[src/rtl/lpch_pkg.sv]
package lpch_pkg;

    localparam int ADDR_W    = 28;
    localparam int IO_ADDR_W = 16;
    localparam int DATA_W    = 32;
    localparam int NIB_W     = 4;

    localparam int IO_HDR_LEN = 1 + IO_ADDR_W / NIB_W;   // type + address
    localparam int FW_HDR_LEN = 2 + ADDR_W / NIB_W;      // idsel + address + size

    localparam logic [3:0] SYNC_READY = 4'h0;
    localparam logic [3:0] SYNC_SHORT = 4'h5;
    localparam logic [3:0] SYNC_LONG  = 4'h6;
    localparam logic [3:0] SYNC_ERR   = 4'hA;
    localparam logic [3:0] NIB_IDLE   = 4'hF;

    localparam logic [3:0] START_IO   = 4'h0;
    localparam logic [3:0] START_FWRD = 4'hD;
    localparam logic [3:0] START_FWWR = 4'hE;

    typedef enum logic [1:0] {
        K_IO_RD = 2'd0,
        K_IO_WR = 2'd1,
        K_FW_RD = 2'd2,
        K_FW_WR = 2'd3
    } lpch_kind_e;

    typedef enum logic [3:0] {
        S_IDLE, S_START, S_HDR, S_WDATA, S_HTAR,
        S_SYNC, S_RDATA, S_TTAR, S_ABORT
    } lpch_state_e;

    typedef struct packed {
        lpch_kind_e        kind;
        logic [ADDR_W-1:0] addr;
        logic [1:0]        size;
    } lpch_req_t;

    function automatic logic kind_is_fw(input lpch_kind_e k);
        return k[1];
    endfunction

    function automatic logic kind_is_wr(input lpch_kind_e k);
        return k[0];
    endfunction

    function automatic logic [3:0] start_nibble(input lpch_kind_e k);
        case (k)
            K_FW_RD: return START_FWRD;
            K_FW_WR: return START_FWWR;
            default: return START_IO;
        endcase
    endfunction

    function automatic logic [3:0] msize_nibble(input logic [1:0] sz);
        case (sz)
            2'd0:    return 4'h0;
            2'd1:    return 4'h1;
            default: return 4'h2;
        endcase
    endfunction

    function automatic logic [3:0] hdr_len(input lpch_kind_e k);
        return kind_is_fw(k) ? 4'(FW_HDR_LEN) : 4'(IO_HDR_LEN);
    endfunction

    function automatic logic [3:0] data_len(input lpch_kind_e k, input logic [1:0] sz);
        if (!kind_is_fw(k)) return 4'd2;
        case (sz)
            2'd0:    return 4'd2;
            2'd1:    return 4'd4;
            default: return 4'd8;
        endcase
    endfunction

endpackage

[src/rtl/lpch_hdr_mux.sv]
module lpch_hdr_mux
    import lpch_pkg::*;
#(
    parameter logic [3:0] IDSEL = 4'h0
) (
    input  lpch_req_t  req,
    input  logic [3:0] idx,
    output logic [3:0] nib
);
    logic [3:0] io_nib [IO_HDR_LEN];
    logic [3:0] fw_nib [FW_HDR_LEN];

    assign io_nib[0] = {2'b00, kind_is_wr(req.kind), 1'b0};
    assign fw_nib[0] = IDSEL;
    assign fw_nib[FW_HDR_LEN-1] = msize_nibble(req.size);

    for (genvar g = 0; g < IO_HDR_LEN - 1; g++) begin : g_io
        assign io_nib[g+1] = req.addr[IO_ADDR_W-1-NIB_W*g -: NIB_W];
    end

    for (genvar g = 0; g < FW_HDR_LEN - 2; g++) begin : g_fw
        assign fw_nib[g+1] = req.addr[ADDR_W-1-NIB_W*g -: NIB_W];
    end

    always_comb begin
        nib = NIB_IDLE;
        if (kind_is_fw(req.kind)) begin
            for (int i = 0; i < FW_HDR_LEN; i++)
                if (idx == 4'(i)) nib = fw_nib[i];
        end else begin
            for (int i = 0; i < IO_HDR_LEN; i++)
                if (idx == 4'(i)) nib = io_nib[i];
        end
    end
endmodule

[src/rtl/lpch_data_reg.sv]
module lpch_data_reg
    import lpch_pkg::*;
#(
    parameter int DW = DATA_W
) (
    input  logic          clk,
    input  logic          rst,
    input  logic          load,
    input  logic [DW-1:0] load_val,
    input  logic          cap,
    input  logic [3:0]    idx,
    input  logic [3:0]    cap_nib,
    output logic [3:0]    out_nib,
    output logic [DW-1:0] data_q
);
    localparam int NIBS = DW / NIB_W;

    always_ff @(posedge clk) begin
        if (rst) begin
            data_q <= '0;
        end else if (load) begin
            data_q <= load_val;
        end else if (cap) begin
            for (int i = 0; i < NIBS; i++)
                if (idx == 4'(i)) data_q[i*NIB_W +: NIB_W] <= cap_nib;
        end
    end

    always_comb begin
        out_nib = NIB_IDLE;
        for (int i = 0; i < NIBS; i++)
            if (idx == 4'(i)) out_nib = data_q[i*NIB_W +: NIB_W];
    end

    AST_CAP_NO_LOAD: assert property (@(posedge clk) disable iff (rst)
        cap |-> !load);
endmodule

[src/rtl/lpch_sync_timer.sv]
module lpch_sync_timer #(
    parameter int LIMIT = 64
) (
    input  logic clk,
    input  logic rst,
    input  logic run,
    output logic expire
);
    localparam int CW = $clog2(LIMIT + 1);
    localparam logic [CW-1:0] LAST = CW'(LIMIT - 1);

    logic [CW-1:0] cnt_q;

    always_ff @(posedge clk) begin
        if (rst || !run)
            cnt_q <= '0;
        else if (cnt_q != LAST)
            cnt_q <= cnt_q + 1'b1;
    end

    assign expire = run && (cnt_q == LAST);

    AST_EXPIRE_NEEDS_RUN: assert property (@(posedge clk) disable iff (rst)
        expire |-> $past(run));
endmodule

[src/rtl/lpc_host_gen.sv]
module lpc_host_gen
    import lpch_pkg::*;
#(
    parameter int         SYNC_TIMEOUT = 64,
    parameter int         ABORT_LEN    = 4,
    parameter logic [3:0] FW_IDSEL     = 4'h0
) (
    input  logic        clk,
    input  logic        rst,
    input  logic        req_valid,
    output logic        req_ready,
    input  logic [1:0]  req_kind,
    input  logic [27:0] req_addr,
    input  logic [1:0]  req_size,
    input  logic [31:0] req_wdata,
    input  logic [3:0]  lad_in,
    output logic [3:0]  lad_out,
    output logic        lad_oe,
    output logic        lframe_n,
    output logic        rsp_done,
    output logic        rsp_error,
    output logic [31:0] rsp_rdata
);
    localparam int SEQ_W = (ABORT_LEN > 15) ? $clog2(ABORT_LEN + 1) : 4;
    localparam logic [SEQ_W-1:0] ABORT_LAST = SEQ_W'(ABORT_LEN - 1);

    lpch_state_e       state_q;
    logic [SEQ_W-1:0]  seq_q;
    lpch_req_t         req_q;
    logic              err_q;
    logic              expire;
    logic [3:0]        hdr_nib;
    logic [3:0]        dat_nib;
    logic [DATA_W-1:0] data_q;
    logic              accept;
    logic              is_wr;
    logic [SEQ_W-1:0]  hdr_last;
    logic [SEQ_W-1:0]  dat_last;

    assign accept   = (state_q == S_IDLE) && req_valid;
    assign is_wr    = kind_is_wr(req_q.kind);
    assign hdr_last = SEQ_W'(hdr_len(req_q.kind) - 4'd1);
    assign dat_last = SEQ_W'(data_len(req_q.kind, req_q.size) - 4'd1);

    lpch_hdr_mux #(.IDSEL(FW_IDSEL)) u_hdr (
        .req (req_q),
        .idx (seq_q[3:0]),
        .nib (hdr_nib)
    );

    lpch_data_reg #(.DW(DATA_W)) u_data (
        .clk      (clk),
        .rst      (rst),
        .load     (accept),
        .load_val (kind_is_wr(lpch_kind_e'(req_kind)) ? req_wdata : '0),
        .cap      (state_q == S_RDATA),
        .idx      (seq_q[3:0]),
        .cap_nib  (lad_in),
        .out_nib  (dat_nib),
        .data_q   (data_q)
    );

    lpch_sync_timer #(.LIMIT(SYNC_TIMEOUT)) u_timer (
        .clk    (clk),
        .rst    (rst),
        .run    (state_q == S_SYNC),
        .expire (expire)
    );

    always_ff @(posedge clk) begin
        if (rst) begin
            state_q   <= S_IDLE;
            seq_q     <= '0;
            req_q     <= '0;
            err_q     <= 1'b0;
            rsp_done  <= 1'b0;
            rsp_error <= 1'b0;
            rsp_rdata <= '0;
        end else begin
            rsp_done  <= 1'b0;
            rsp_error <= 1'b0;
            case (state_q)
                S_IDLE: begin
                    if (req_valid) begin
                        req_q   <= '{kind: lpch_kind_e'(req_kind), addr: req_addr, size: req_size};
                        err_q   <= 1'b0;
                        seq_q   <= '0;
                        state_q <= S_START;
                    end
                end
                S_START: begin
                    seq_q   <= '0;
                    state_q <= S_HDR;
                end
                S_HDR: begin
                    if (seq_q == hdr_last) begin
                        seq_q   <= '0;
                        state_q <= is_wr ? S_WDATA : S_HTAR;
                    end else begin
                        seq_q <= seq_q + 1'b1;
                    end
                end
                S_WDATA: begin
                    if (seq_q == dat_last) begin
                        seq_q   <= '0;
                        state_q <= S_HTAR;
                    end else begin
                        seq_q <= seq_q + 1'b1;
                    end
                end
                S_HTAR: begin
                    if (seq_q == SEQ_W'(1)) begin
                        seq_q   <= '0;
                        state_q <= S_SYNC;
                    end else begin
                        seq_q <= seq_q + 1'b1;
                    end
                end
                S_SYNC: begin
                    seq_q <= '0;
                    if (lad_in == SYNC_READY) begin
                        state_q <= is_wr ? S_TTAR : S_RDATA;
                    end else if (lad_in == SYNC_ERR) begin
                        err_q   <= 1'b1;
                        state_q <= S_TTAR;
                    end else if (expire) begin
                        state_q <= S_ABORT;
                    end
                end
                S_RDATA: begin
                    if (seq_q == dat_last) begin
                        seq_q   <= '0;
                        state_q <= S_TTAR;
                    end else begin
                        seq_q <= seq_q + 1'b1;
                    end
                end
                S_TTAR: begin
                    if (seq_q == SEQ_W'(1)) begin
                        seq_q     <= '0;
                        state_q   <= S_IDLE;
                        rsp_done  <= 1'b1;
                        rsp_error <= err_q;
                        rsp_rdata <= (err_q || is_wr) ? '0 : data_q;
                    end else begin
                        seq_q <= seq_q + 1'b1;
                    end
                end
                S_ABORT: begin
                    if (seq_q == ABORT_LAST) begin
                        seq_q     <= '0;
                        state_q   <= S_IDLE;
                        rsp_done  <= 1'b1;
                        rsp_error <= 1'b1;
                        rsp_rdata <= '0;
                    end else begin
                        seq_q <= seq_q + 1'b1;
                    end
                end
                default: state_q <= S_IDLE;
            endcase
        end
    end

    always_comb begin
        lframe_n  = 1'b1;
        lad_oe    = 1'b0;
        lad_out   = NIB_IDLE;
        req_ready = 1'b0;
        case (state_q)
            S_IDLE:  req_ready = 1'b1;
            S_START: begin
                lframe_n = 1'b0;
                lad_oe   = 1'b1;
                lad_out  = start_nibble(req_q.kind);
            end
            S_HDR: begin
                lad_oe  = 1'b1;
                lad_out = hdr_nib;
            end
            S_WDATA: begin
                lad_oe  = 1'b1;
                lad_out = dat_nib;
            end
            S_HTAR:  lad_oe = (seq_q == '0);
            S_ABORT: begin
                lframe_n = 1'b0;
                lad_oe   = 1'b1;
            end
            default: ;
        endcase
    end

    AST_START_AFTER_ACCEPT: assert property (@(posedge clk) disable iff (rst)
        (req_valid && req_ready) |=> (!lframe_n && lad_oe));
    AST_START_ONE_CLK: assert property (@(posedge clk) disable iff (rst)
        (!lframe_n && lad_out != NIB_IDLE) |=> lframe_n);
    AST_NO_REDRIVE: assert property (@(posedge clk) disable iff (rst)
        (!lad_oe && !req_ready) |=> (!lad_oe || !lframe_n));
    AST_DONE_PULSE: assert property (@(posedge clk) disable iff (rst)
        rsp_done |=> !rsp_done);
    AST_ERR_WITH_DONE: assert property (@(posedge clk) disable iff (rst)
        rsp_error |-> rsp_done);
    AST_IDLE_QUIET: assert property (@(posedge clk) disable iff (rst)
        req_ready |-> (lframe_n && !lad_oe));
    AST_ERR_NO_DATA: assert property (@(posedge clk) disable iff (rst)
        rsp_error |-> (rsp_rdata == '0));
endmodule

[config.mk]
export PLATFORM = sky130hd
export DESIGN_NAME = lpc_host_gen
export DESIGN_NICKNAME = d
export VERILOG_FILES = /design/src/rtl/lpch_pkg.sv /design/src/rtl/lpch_hdr_mux.sv /design/src/rtl/lpch_data_reg.sv /design/src/rtl/lpch_sync_timer.sv /design/src/rtl/lpc_host_gen.sv
export SDC_FILE = /design/constraint.sdc
export NUM_CORES = 1
export LEC_CHECK = 0
export CORE_ASPECT_RATIO = 0.8
export CORE_MARGIN = 3
export CORE_UTILIZATION = 45
export CTS_CLUSTER_SIZE = 20
export DETAILED_ROUTE_END_ITERATION = 10
export GPL_TIMING_DRIVEN = 0
export PLACE_DENSITY_LB_ADDON = 0.2
export SYNTH_ARGS = -nofsm -noshare
export SYNTH_HDL_FRONTEND = slang
export SYNTH_SLANG_ARGS = --single-unit
[constraint.sdc]
create_clock -name clk -period 4.55 [get_ports clk]
set_clock_uncertainty 0.1 [all_clocks]
set_input_delay 0.91 -clock clk [delete_from_list [all_inputs] [get_ports clk]]
set_output_delay 0.91 -clock clk [all_outputs]
set_load 0.01 [all_outputs]
; ---- Word level (Yosys, flattened, before mapping)
; Cells that the tools add are included.
[totals]
register_bits = 114
wordCells = 170
[classes]
addsub = 4
n_eq_ne = 34
muxes = 75
n_reduce_logical = 39
[op_table]
columns = op, n
row1 = $mux 32, 6
row2 = $mux 4, 48
row3 = $pmux 32 s2, 1
row4 = $pmux 4 s9, 1
row5 = $eq 4x3->1 const B, 8
row6 = $pmux 4 s6, 1
row7 = $reduce_bool 2->1, 11
row8 = $reduce_and 2->1, 10
row9 = $ne 2x2->1 const B, 9
row10 = $eq 4x2->1 const B, 4
row11 = $pmux 4 s2, 2
row12 = $eq 4x4->1 const B, 3
row13 = $logic_not 4->1, 3
row14 = $pmux 4 s3, 1
row15 = $mux 1, 9
row16 = $eq 4x1->1 const B, 2
row17 = $eq 4x4->1, 2
row18 = $pmux 1 s2, 4
row19 = $reduce_and 8->1, 1
row20 = $reduce_or 2->1, 4
row21 = $sub 4x1->4 const B, 2
row22 = $add 7x1->7 const B, 1
row23 = $eq 7x6->1 const B, 1
row24 = $ne 7x6->1 const B, 1
row25 = other kinds (14), 17

; ---- Depth between registers and ports, before layout
[depth]
word_depth = 12
mapped_depth = 11
ltp_nobuf = 8

; ---- Hierarchy
; Synthesis repeated with hierarchy kept, for this count alone.
[hier_totals]
hier_cells = 810
area_unflattened_um2 = 6392.4
[by_module_without_submodules]
columns = module, n_inst, cells_per_inst, area_each_um2, seq_area_each_um2
row1 = lpc_host_gen, 1, 459, 3510.9, 1501.4
row2 = lpch_data_reg, 1, 252, 2033.2, 640.6
row3 = lpch_hdr_mux, 1, 65, 514.2, 0.0
row4 = lpch_sync_timer, 1, 34, 334.1, 140.1

; ---- Worst setup path after synthesis
; No wires, ideal clock.
[synth_timing]
path_type = register -> output
startpoint = register seq_q[0]
endpoint = output port lad_out[3]
arrival_time_ps = 1984
t_required_ps = 3540
path_slack_ps = 1556
path_stages_with_launch = 11
path_buffers = 3
cell_sequence = dfxtp_1 inv_1 ha_1 clkbuf_1 clkbuf_1 clkbuf_1 a21oi_1 o31ai_1 nand4b_1 o21ai_0 nand2_1
[synth_between]
elab_chain_len = 12
word_cells_on_any_way = 33
classes_between = 8 x eq/ne / 24 x mux / 1 x reduce/logical
[synth_lines]
columns = item, line_no
row1 = "start, declared", lpc_host_gen.sv:28  ; logic [SEQ_W-1:0] seq_q;
row2 = "start signal, assigned", lpc_host_gen.sv:100  ; seq_q <= seq_q + 1'b1;
row3 = "start signal, assigned", lpc_host_gen.sv:108  ; seq_q <= seq_q + 1'b1;
row4 = "start signal, assigned", lpc_host_gen.sv:116  ; seq_q <= seq_q + 1'b1;
row5 = $logic_not 4->1, "lpch_hdr_mux.sv:29, lpch_hdr_mux.sv:32, lpch_data_reg.sv:32"
row6 = $mux 4 (9 in series), lpch_hdr_mux.sv:29  ; if (idx == 4'(i)) nib = fw_nib[i];
row7 = $mux 4, lpch_hdr_mux.sv:27  ; if (kind_is_fw(req.kind)) begin
row8 = $pmux 4 s3 (*), lpc_host_gen.sv:170  ; case (state_q)
row9 = "end, declared", lpc_host_gen.sv:17  ; output logic [3:0] lad_out,
; Every way passes the cells marked *; elsewhere a longest branch is shown, timed or not.

; ---- Worst setup path in the final report
[layout_timing]
startpoint = register seq_q[1]
endpoint = output port lad_out[0]
; Same word-level chain as after synthesis.

==> reports/results.md <==
| Parameter | This run |
| --- | --- |
| Result of the run | completed |
| Crit-path cells | inv_1 -> ha_1 -> buf_2 -> clkbuf_1 -> nor2_1 -> a221oi_1 -> a21oi_1 -> o31ai_1 -> o21ai_0 -> nand4b_1 -> clkdlybuf4s50_1 |
| Final setup viols | 0 |
| Hold-fix buffers at CTS | 0 |
| Reg2Reg Depth | 6 |
| Area added between synthesis and finish | 32.2% |
| Number of antenna cells inserted | 0 |
| Fin nets | 988 |
| Final Cycle Share | 0.960 |
| Aggregate negative setup slack | 0 ns |
| Post-synth design cell area | 0.00587 mm2 |
| Proportion of layout cells with a drive suffix above 1 | 0.0833 |
| Cell leakage power | 2.74 nW |
| Worst slew pin tran | 1.08 ns |
| Primary flip-flop cell chosen by synthesis mapping | sky130_fd_sc_hd__dfxtp_1 |
| CTS tree | done |
| Portion of netlist area occupied by mux cells | 0.00704 |
| Start point of the worst min-delay path | u_timer.cnt_q[6] |
| Number of pins exceeding their max-slew limit in the final report | 0 |
| Parity-gate share of the synthesized area counting xor and xnor cells | 0.0119 |
| Starting density of the core | 0.470 |
| DIE WIDTH | 134 um |
| Count of cell types in the netlist | 65 |
| Combinational family with the most area after synthesis | simple AND/OR/NAND/NOR gates |
| Wire length of the first global-routing pass | 31,800 um |
| Layout fillers | 1,159 |
| Number of DRC markers after the initial detailed-route iteration | 880 |
| TritonCTS sink count | 114 |
| RePlAce Congestion | 0.961 |
| Type of the worst setup path | flip-flop to output pin |
| Core area | 0.0125 mm2 |
| Wire length per cell | 18.5 um |
| Synthesized instance count | 782 |
| Endpoint of the most critical register-to-register path | u_data.data_q[15] |
| Number of buffers between clock root and the deepest sink | 2 |
| Die ar. | 0.0144 mm2 |
| Worst reg2reg path startpoint | seq_q[1] |
| Number of I/O port buffers | 110 |
| Basic-gate share of the synthesized area counting and, or, nand and nor cells | 0.282 |
| Post-synthesis area per instance | 7.50 um2 |
| Total power divided by cell area | 552 mW/mm2 |
| Total global routing overflow | 0 |
| Endpoint of the worst hold path | u_timer.cnt_q[6] |
| Cell type of the slowest stage on the worst timing path | sky130_fd_sc_hd__clkdlybuf4s50_1 |
| Compound-Gate Fraction of Synth Area | 0.235 |
| Final Hold Slack | 0.324 ns |
| Data required time at the worst endpoint | 3.54 ns |
| Number of H-tree levels | 4 |
| MaxCap Viol Count | 0 |
| Post-CTS sizing | 2 |
| Worst Setup Start Kind | flip-flop |
| Clk slew on worst S/H paths | 0.06 ns |
| Die height | 108 um |
| Largest driver fanout on the critical path | 10 |
| Via total after detailed routing | 6,448 |
| Arrival time reported for the critical path endpoint | 3.36 ns |
| Post-layout minimum cycle time | 4.37 ns |
| Count of boundary I/O pins | 112 |
| Cell family contributing the most delay on the critical path | buffers and inverters |
| Min setup slack post-route | 0.180 ns |
| Syn_nets | 859 |
| Drc violations | 0 |
| Number of global-route vias before repair | 5,847 |
| Rows | 36 |
| Adder-cell share of the synthesized area | 0.0128 |
| Area after DPL | 0.00718 mm2 |
| Overall track demand over capacity in global routing | 0.279 |
| Number of buffers and inverters on the critical path | 4 |
| Largest stage delay, worst path | 0.55 ns |
| Residual antenna-violating net count after detailed routing | 0 |
| Pre-Repair DR Iteration Count | 5 |
| Total count of hold-check failures in the final report | 0 |
| Proportion of synthesized chip area in sequential cells | 0.389 |
| Max Fclk | 0.229 GHz |
| Half-perimeter wire length after placement | 14,800 um |
| Hold path cells | 2 |
| Clk Tree Root Cell | sky130_fd_sc_hd__clkbuf_16 |
| Count of buffers added by post-CTS timing repair for setup | 0 |
| Pin count of the biggest net entering global routing | 17 |
| Synthesis Warnings | 0 |
| Worst IR Drop VDD | 0.281 mV |
| Clk_lat worst skew | 0.41 ns |
| Crit end category | output pin |
| Unrepaired setup endpoints after global routing | false |
| FF+latch count, synth | 114 |
| Antenna violations before repair | 0 |
| Relative slew slack | 0.277 |
| Setup slack of the most critical reg-to-reg path | 1.92 ns |
| CTS Buf Count | 17 |
| Vias per cell | 5.89 |
| Hold/Removal Path Class | flip-flop to flip-flop |
| Worst slack at placement | 0.286 ns |
| EDFF count, synth | 0 |
| Drt total wl | 20,300 um |
| Share of synthesized registers carrying an async set or reset | 0 |
| Final std cell area, no fill | 0.00775 mm2 |
sequential cells by signal, indices dropped and copies added (netlist names):
name and count:
rsp_done 1, is_wr 1, seq_q 4, rsp_error 1, state_q 4, u_data.data_q 32, req_q 31, err_q 1
u_timer.cnt_q 7, rsp_rdata 32
final cells by class:
cell class / count / area [um2] / share of cell area
tap: 171 / 214 / 0.0276
multi-input combinational: 586 / 3220 / 0.416
inverter: 12 / 45.0 / 0.00581
clock inverter: 14 / 133 / 0.0171
sequential: 114 / 2280 / 0.294
buffer: 70 / 327 / 0.0421
timing repair buffer: 110 / 1100 / 0.142
clock buffer: 18 / 429 / 0.0554
cells by family (layout without fill, tap and decap cells):
group | count (synthesis) | in the layout
compound gates | 221 | 221
mux | 4 | 4
flops | 114 | 114
simple gates | 347 | 347
fa+ha+maj | 6 | 6
xor+xnor | 8 | 8
buf+inv | 82 | 224
worst max path at each step:
stage / slack, ns / cells after the start / end / start
detailed placement: 0.29 / 10 / lad_out[0] / seq_q[0]
global placement: 0.27 / 10 / lad_out[3] / seq_q[0]
global route: 0.05 / 11 / lad_out[3] / seq_q[0]
finish: 0.18 / 11 / lad_out[0] / seq_q[1]
floorplan: 1.56 / 10 / lad_out[3] / seq_q[0]
CTS: 0.01 / 10 / lad_out[0] / seq_q[0]
metrics by stage:
step	std cells	utilization	total power [mW]
floorplan	782	-	2.39
global placement	1063	0.576	2.93
detailed placement	1063	0.576	2.95
CTS	1095	0.621	4.22
global route	1095	0.621	4.49
finish	1095	0.621	4.28
placed cells by master (no fill, tap or decap), types with 5 or more instances in the layout:
cell type / netlist / routed
sky130_fd_sc_hd__nand2_1: 141 / 141
sky130_fd_sc_hd__nand2b_1: 11 / 11
sky130_fd_sc_hd__a31oi_1: 8 / 8
sky130_fd_sc_hd__clkdlybuf4s50_1: 0 / 110
sky130_fd_sc_hd__clkbuf_2: 1 / 8
sky130_fd_sc_hd__inv_1: 12 / 12
sky130_fd_sc_hd__nor3_1: 32 / 32
sky130_fd_sc_hd__a21oi_1: 107 / 107
sky130_fd_sc_hd__nand3_1: 39 / 39
sky130_fd_sc_hd__a211o_1: 6 / 6
sky130_fd_sc_hd__clkbuf_16: 0 / 17
sky130_fd_sc_hd__o21ai_0: 22 / 22
sky130_fd_sc_hd__clkbuf_1: 40 / 36
sky130_fd_sc_hd__xnor2_1: 6 / 6
sky130_fd_sc_hd__buf_2: 19 / 19
sky130_fd_sc_hd__nor2b_1: 21 / 21
sky130_fd_sc_hd__nor3b_1: 5 / 5
sky130_fd_sc_hd__dfxtp_1: 114 / 114
sky130_fd_sc_hd__ha_1: 6 / 6
sky130_fd_sc_hd__buf_4: 6 / 6
sky130_fd_sc_hd__a211oi_1: 43 / 43
sky130_fd_sc_hd__a221oi_1: 7 / 7
sky130_fd_sc_hd__nor2_1: 57 / 57
Yosys cell counts (all sizes together), types with 7 or more instances:
master | instances | area [um2]
o21ai | 22 | 110
nand2b | 11 | 68.8
a31oi | 8 | 50.1
buf | 29 | 163
nand3 | 40 | 205
a211oi | 43 | 323
nand2 | 141 | 529
nor3 | 34 | 186
nor2b | 21 | 131
clkbuf | 41 | 155
inv | 12 | 45.0
a221oi | 7 | 61.3
a21oi | 107 | 536
dfxtp | 114 | 2280
nor2 | 58 | 220
worst register-to-register path, stage by stage (launching register included):
cell                       delay, ns
sky130_fd_sc_hd__dfxtp_1        0.43
sky130_fd_sc_hd__ha_1           0.19
sky130_fd_sc_hd__buf_4          0.18
sky130_fd_sc_hd__or3b_4         0.43
sky130_fd_sc_hd__o31ai_1        0.87
sky130_fd_sc_hd__nor2_1         0.08
sky130_fd_sc_hd__a211oi_1       0.25
per-layer routing:
metal | wire length [um] | share of wire | global-route usage
met4 | 523 | 0.026 | 0.0888
met2 | 8580 | 0.42 | 0.413
met5 | 0 | 0 | 0
met3 | 2390 | 0.12 | 0.0563
met1 | 8780 | 0.43 | 0.408
power breakdown:
part,leakage (nW),internal [mW],switching (mW)
combinational,1.54,0.666,1.01
clock,0.268,0.757,0.516
sequential,0.930,1.17,0.166
(Power assumes the default switching activity.)
